==> src/rtl/serial_hold_gate.sv <==
module serial_hold_gate #(
  parameter int SYNC_STAGES = 2
) (
  input  logic clk,
  input  logic rst_n,
  input  logic bus_sel_n,
  input  logic ser_clk,
  input  logic ser_din,
  input  logic pause_req_n,
  input  logic core_dout,
  input  logic core_oe,
  output logic sel_active,
  output logic sck_rise,
  output logic sck_fall,
  output logic sdi_bit,
  output logic ser_dout,
  output logic ser_oe,
  output logic paused
);
  localparam int PW = 4;
  localparam logic [PW-1:0] PIN_RST = 4'b1001;

  logic [PW-1:0] sync_q [SYNC_STAGES];
  logic sel_n_s, clk_s, din_s, req_n_s;
  logic clk_d, req_n_d;

  always_ff @(posedge clk or negedge rst_n) begin
    if (!rst_n) begin
      for (int i = 0; i < SYNC_STAGES; i++) sync_q[i] <= PIN_RST;
    end else begin
      sync_q[0] <= {bus_sel_n, ser_clk, ser_din, pause_req_n};
      for (int i = 1; i < SYNC_STAGES; i++) sync_q[i] <= sync_q[i-1];
    end
  end

  assign {sel_n_s, clk_s, din_s, req_n_s} = sync_q[SYNC_STAGES-1];

  always_ff @(posedge clk or negedge rst_n) begin
    if (!rst_n) begin
      clk_d   <= 1'b0;
      req_n_d <= 1'b1;
    end else begin
      clk_d   <= clk_s;
      req_n_d <= req_n_s;
    end
  end

  wire enter = !sel_n_s && !paused && !req_n_s && !clk_s;
  wire leave = paused && req_n_s && !req_n_d && !clk_s;

  always_ff @(posedge clk or negedge rst_n) begin
    if (!rst_n)       paused <= 1'b0;
    else if (sel_n_s) paused <= 1'b0;
    else if (enter)   paused <= 1'b1;
    else if (leave)   paused <= 1'b0;
  end

  always_ff @(posedge clk or negedge rst_n) begin
    if (!rst_n)       sdi_bit <= 1'b0;
    else if (!paused) sdi_bit <= din_s;
  end

  wire run = !sel_n_s && !paused;

  assign sel_active = !sel_n_s;
  assign sck_rise   = run && clk_s && !clk_d;
  assign sck_fall   = run && !clk_s && clk_d;
  assign ser_dout   = core_dout;
  assign ser_oe     = run && req_n_s && core_oe;
endmodule

==> config.mk <==
export PLATFORM = sky130hd
export DESIGN_NAME = serial_hold_gate
export DESIGN_NICKNAME = d
export VERILOG_FILES = /design/src/rtl/serial_hold_gate.sv
export SDC_FILE = /design/constraint.sdc
export NUM_CORES = 1
export LEC_CHECK = 0
export BUFFER_PORTS_ARGS = -buffer_cell sky130_fd_sc_hd__buf_2
export CORE_AREA = 5 5 42 44
export CTS_BUF_LIST = sky130_fd_sc_hd__clkbuf_8
export DETAILED_ROUTE_END_ITERATION = 16
export DIE_AREA = 0 0 47 49
export PLACE_DENSITY = 0.57
export SETUP_SLACK_MARGIN = 0.3
export SKIP_LAST_GASP = 1
export SYNTH_ARGS = -nofsm -noshare
export SYNTH_HDL_FRONTEND = slang
export SYNTH_SLANG_ARGS = --single-unit
==> constraint.sdc <==
create_clock -name clk -period 0.8 [get_ports clk]
set_input_delay 0.04 -clock clk [delete_from_list [all_inputs] [get_ports clk]]
set_output_delay 0.04 -clock clk [all_outputs]
set_load 0.01 [all_outputs]
# Yosys cells after proc, flatten, opt, wreduce, memory -nomap -nowiden
# Cells that the tools add are included.
# totals
ff_bits,12
out_inout_bits,7
# op_classes
muxes,3
reduce_logical,19
# op_table
cell,count
$logic_and 1x1->1,12
$logic_not 1->1,6
$mux 1,3
$reduce_bool 3->1,1

# Longest topological paths before layout
# Gate-level depths: netlist of run 1.
# logic_depth
word_depth,6
mapped_depth,2
mapped_depth_nobuf,2

# Worst setup path before layout of run 1
# OpenSTA, ideal clock, no wires.
# synth_timing
path_kind,flip-flop to output port
startpoint,reg paused
endpoint,out sck_fall
arrival_ps,932
required_time_ps,760
path_slack_ps,-172
stages_incl_launch_ff,2
path_cell_list,dfrtp_1 > nor4b_1
# synth_via
elab_chain_len,4
# synth_rtl
item,line_no,text
from (decl),18,output logic paused
from (signal assigned),52,if (!rst_n) paused <= 1'b0;
from (signal assigned),53,else if (sel_n_s) paused <= 1'b0;
from (signal assigned),54,else if (enter) paused <= 1'b1;
$logic_not 1->1,63,wire run = !sel_n_s && !paused;
$logic_and 1x1->1,63,
$logic_and 1x1->1 (2 in a row),67,assign sck_fall = run && !clk_s && clk_d;
to (decl),14,"output logic sck_fall,"
# No other way between the ends.

# Worst setup path in the final report of run 1
# layout_timing
startpoint,reg paused
endpoint,out sck_rise
# layout_via
elab_chain_len,4
# layout_rtl
item,line_no,text
$logic_not 1->1,63,
$logic_and 1x1->1,63,
$logic_and 1x1->1 (2 in a row),66,assign sck_rise = run && clk_s && !clk_d;
to (decl),13,"output logic sck_rise,"
# No other way between the ends.

==> out/metrics.yaml, run 1 <==
cts.htree.levels: 1
wl_um: 632
antenna_found_initial: 0
p_total_mw: 1.41
post-route-period-util_pct: 142
r2r_start: "paused$_DFFE_PN0P_"
tightest_slew_ns: 0.196
grt_usage_pct: 6.78
cp-end-kind: "output pin"
fin_ws_ns: -0.333
yosysUniqueCellTypes: 11
dp_cells: 49
drt_pass1_iterations: 1
die_w_um: 47
fin_crit_ns: 1.13
initial_core_util_pct: 26.5
worstRegToRegCells: 3
post-route-drc-count: 0
grt_pass1_wl_mm: 1.08
min-delay-start: "bus_sel_n"
fin_cells: 57
row_count: 14
critical_path_class: "register to output pin"
antenna_left: 0
ys_seq_elements: 12
p_leak_nw: 0.266
clk_pin_slew_ns: 0.05
peakVddDrop_v: 0.00116
slew_violations: 0
dieArea_um2: 2300
numCtsBuffers: 3
design_area_um2: 577
status: "finished, violations left"
whs_path_depth: 1
finalHoldViolations: 4
violations: "hold timing, setup timing"
cp-start-kind: "register"
drv_cap: 0
grt_max_degree: 13
holdBufCountCts: 1
synth_warnings: 0
coreArea_um2: 1400
avgSynthCellArea_um2: 16.9
setup_viol: 7
die_y_um: 49
synth_area_um2: 372
drive_above_1_share_pct: 73.2
hpwl_um: 465
final_common_cell: "buf_2"
grt_pass1_vias: 270
clk_path_buf_depth: 2
drt-initial-drc-count: 0
hold_end: "sync_q[7]$_DFF_PN1_"
reg2reg_slack_ns: -0.28
mostFrequentLayoutCells: "buf_2, dfrtp_1, dfstp_2"
clk_latency_ns: 0.23
rsz0062_at_grt: "yes"
tns_ns: -1.84
synth-seq-area-share_pct: 82.5
gp_congestion: 0.727
vias_per_cell: 4.25
arrival_ns: 1.09
p_per_area_nw_per_um2: 2450
portBuffers: 12
placedInstanceArea_um2: 462
cts_tree: "yes"
reg2reg_to: "sdi_bit$_DFFE_PN0N_"
nets: 50
cts-root-buf: "clkbuf_8"
n_antenna_cell: 0
fmax_mhz: 882
hold-worst-slack_ns: -0.0971
fin_skew_ns: 0.000344
cts_sinks: 12
slew-limit-headroom_pct: 86.9
pre_cts_slack_ns: -0.111
hp-class: "primary input to register"
synth_fp_nets: 30
syn_inst: 22
area_growth_syn_to_layout_pct: 55.2
cp_max_fo: 4
io_pins: 15
routed-via-count: 242
avgRoutedWirePerCell_um: 11.1
grt-ovfl-total: 0
cp.required_ns: 0.76
[timing repair]
item | CTS | global route
setup endpoints to repair | 12 | 18
gates resized for setup | 2 | 5
pin swaps | 2 | 2
hold endpoints to repair | 16 | 4
buffers inserted | 2 | 1
[worst max path at each step]
stage                            start                   to  slack (ns)  cells after the start
global placement     req_n_s$_DFF_PN1_               ser_oe       -0.07                      3
detailed placement  paused$_DFFE_PN0P_             sck_rise       -0.11                      2
finish              paused$_DFFE_PN0P_             sck_rise       -0.33                      2
global route           clk_s$_DFF_PN0_             sck_fall       -0.41                      2
floorplan           paused$_DFFE_PN0P_  sdi_bit$_DFFE_PN0N_       -0.06                      1
CTS                 paused$_DFFE_PN0P_             sck_fall       -0.36                      2
[through the flow]
stage | util, % | hold slack [ns]
2_1_floorplan | - | -0.256
3_3_place_gp | 32.9 | -0.0850
3_5_place_dp | 32.9 | -0.0749
4_1_cts | 39.4 | -0.103
5_1_grt | 41.2 | -0.111
6_report | 41.2 | -0.0971
[critical path, stage by stage, from the launching register on]
cell and delay (ns):
dfrtp_2 0.43, nor4b_2 0.26, buf_2 0.17
[final cells by class]
type                       count  area [µm²]
multi-input combinational      8        75.1
inverter                       1        3.75
sequential                    12         308
clock buffer                   4        55.1
timing repair buffer          16         115
fill                         150         825
tap                           16        20.0
[layer usage]
metal	global-route usage, %	routed length [µm]	part of all wire, %	up-vias
li1	-	-	-	109
met4	5.53	5	0.79	0
met3	3.32	54	8.5	2
met1	7.34	249	39	120
met2	9.50	322	51	11
met5	0	0	0	-
[kinds of logic (layout without fill, tap and decap cells)]
group	after synthesis	after routing	share of synthesized area, %
flip-flops	12	12	82.5
AND/OR/NAND/NOR	5	5	8.75
AO/OA/AOI/OAI	2	2	2.69
buffers and inverters	2	21	3.03
multiplexers	1	1	3.03
[power breakdown]
| part | internal [mW] | total, mW | leakage [nW] | switching, mW |
|---|---|---|---|---|
| Clock | 0.433 | 0.632 | 0.0288 | 0.199 |
| Sequential | 0.652 | 0.676 | 0.134 | 0.0233 |
| Combinational | 0.0621 | 0.103 | 0.103 | 0.0405 |
[cell usage after synthesis]
master,number,share of area (%)
nor3_1,1,1.3
nand2_1,1,1.0
nor4b_1,2,4.7
a21oi_1,1,1.3
dfstp_2,5,35
or2_0,1,1.7
inv_1,1,1.0
mux2_2,1,3.0
dfrtp_1,7,47
o21ai_0,1,1.3
buf_4,1,2.0
[state kept, by name, summed over array words and instances, names as in the netlist]
| signal | count |
|---|---|
| clk_d | 1 |
| clk_s | 1 |
| din_s | 1 |
| sdi_bit | 1 |
| paused | 1 |
| sel_n_s | 1 |
| sync_q | 4 |
| req_n_d | 1 |
| req_n_s | 1 |
No activity file was read; power rests on OpenSTA's default activity.
==> run 2: changes to the inputs <==
--- a/config.mk
+++ b/config.mk
@@ -5,12 +5,13 @@
 export SDC_FILE = /design/constraint.sdc
 export NUM_CORES = 1
 export LEC_CHECK = 0
+export ABC_AREA = 1
 export BUFFER_PORTS_ARGS = -buffer_cell sky130_fd_sc_hd__buf_2
 export CORE_AREA = 5 5 42 44
 export CTS_BUF_LIST = sky130_fd_sc_hd__clkbuf_8
 export DETAILED_ROUTE_END_ITERATION = 16
 export DIE_AREA = 0 0 47 49
-export PLACE_DENSITY = 0.57
+export PLACE_DENSITY = 0.59
 export SETUP_SLACK_MARGIN = 0.3
 export SKIP_LAST_GASP = 1
 export SYNTH_ARGS = -nofsm -noshare
==> out/metrics.yaml, run 2 <==
max_flop_register: "sync_q"
syn_inst: 31
p_leak_nw: 0.300
yosysUniqueCellTypes: 10
coreArea_um2: 1400
whs_path_depth: 1
gp_congestion: 0.697
synth_top_flop_cell: "dfrtp_1"
grt_pass1_wl_mm: 1.17
fin_skew_ns: 0.00468
cts.htree.levels: 1
area_growth_syn_to_layout_pct: 53.8
synth_area_um2: 395
avgRoutedWirePerCell_um: 9.42
slew_violations: 0
grt_usage_pct: 7.09
grt_max_degree: 13
reg2reg_to: "sdi_bit$_DFFE_PN0N_"
yosys.area.top_type: "dfrtp_1"
fin_crit_ns: 1.14
avgSynthCellArea_um2: 12.8
tns_ns: -1.65
postSynth.asyncResetShare_pct: 100
finalHoldViolations: 4
slew-limit-headroom_pct: 89.6
worstRegToRegCells: 5
status: "finished, violations left"
routed-via-count: 274
clk_pin_slew_ns: 0.05
drt-initial-drc-count: 2
clk_path_buf_depth: 2
crit_start: "sel_n_s$_DFF_PN1_"
cp_top_family: "flip-flops"
clk_latency_ns: 0.24
row_count: 14
pre_cts_slack_ns: -0.0806
synth-seq-area-share_pct: 77.5
critical_path_class: "register to output pin"
fmax_mhz: 880
synth_warnings: 0
cts_tree: "yes"
ys_seq_elements: 12
rsz0062_at_grt: "yes"
io_pins: 15
hold_end: "sync_q[4]$_DFF_PN1_"
yosys-top-cells-area: "dfrtp_1, dfstp_2, nand2_1"
vias_per_cell: 4.09
cts-root-buf: "clkbuf_8"
largest_reg_flops: 4
wl_um: 631
reg2reg_slack_ns: -0.16
dieArea_um2: 2300
slowest_stage: "dfstp_2"
arrival_ns: 1.10
mostFrequentLayoutCells: "buf_2, dfrtp_1, nand2_1, buf_6, dfstp_2"
cp.required_ns: 0.76
hpwl_um: 458
synth_edf_count: 0
drv_cap: 0
cp_max_fo: 3
hold-worst-slack_ns: -0.102
peakVddDrop_v: 0.00107
violations: "hold timing, setup timing"
die_y_um: 49
post-route-period-util_pct: 142
die_w_um: 47
cp_num_buf_inv: 1
min-delay-start: "pause_req_n"
portBuffers: 12
drt_pass1_iterations: 2
synthTopCellsByCount: "dfrtp_1, nand2_1, dfstp_2, inv_1, nor2_1"
setup_viol: 7
antenna_left: 0
antenna_found_initial: 0
cp-start-kind: "register"
numCtsBuffers: 3
drive_above_1_share_pct: 64.7
synth_fp_nets: 39
grt_pass1_vias: 295
netlist.area_leader.share_pct: 44.3
final_common_cell: "buf_2"
p_per_area_nw_per_um2: 2390
grt-ovfl-total: 0
fin_util_pct: 43.4
cts_sinks: 12
holdBufCountCts: 1
critical_path.max_stage_delay_ns: 0.57
hp-class: "primary input to register"
initial_core_util_pct: 28.2
n_antenna_cell: 0
nets: 60
post-route-drc-count: 0
r2r_start: "paused$_DFFE_PN0P_"
path_cells: "nor2_4 > and3_4 > buf_6"
cp-end-kind: "output pin"
tightest_slew_ns: 0.155
fin_ws_ns: -0.337
-- run 2: what timing repair did --
item	4_1_cts	5_1_grt
endpoints found under the hold margin	16	4
endpoints found under the setup margin	11	16
pin swaps	2	2
buffers inserted	1	1
resized for setup	4	9
-- run 2: cells by family (layout without fill, tap and decap cells) --
kind of cell,Yosys count,count (layout),share of synthesized area (%)
and+or+nand+nor,14,14,16.8
buffers and inverters,5,25,5.70
DFF,12,12,77.5
-- run 2: worst max-delay path by stage --
stage,end,slack (ns),cells after the start
2_1_floorplan,paused$_DFFE_PN0P_,0.005,3
3_3_place_gp,sck_fall,-0.07,3
3_5_place_dp,sck_fall,-0.08,3
4_1_cts,sck_fall,-0.33,3
5_1_grt,sck_fall,-0.37,3
6_report,sck_fall,-0.34,3
-- run 2: metal layers --
metal	track usage (%)	vias up	wire [µm]
met5	0	-	0
met4	5.53	0	14
met3	2.21	2	75
met2	10.2	11	306
met1	8.35	129	234
li1	-	132	-
-- run 2: final cells by class --
class                           instances  area [µm²]
Clock buffer                            4        55.1
Fill cell                             145         793
Multi-Input combinational cell         14        83.8
Tap cell                               16        20.0
Inverter                                4        15.0
Timing Repair Buffer                   17         126
Sequential cell                        12         308
-- run 2: per-stage QoR --
step	std cells	total power, mW	instance area [µm²]
detailed placement	60	0.779	483
global route	67	1.54	608
global placement	60	0.776	483
floorplan	31	0.721	395
CTS	66	1.45	571
finish	67	1.45	608
-- run 2: worst reg2reg max path: stages (launching register included) --
cell and delay [ns]:
dfrtp_2 0.43, buf_6 0.12, buf_6 0.11, buf_6 0.10
nand2_2 0.04, nand2_1 0.04
-- run 2: where the power goes --
group          leakage [nW]  switching [mW]  internal (mW)
combinational         0.137          0.0605         0.0780
clock                0.0288           0.205          0.433
sequential            0.134          0.0221          0.654
total                 0.300           0.288           1.17
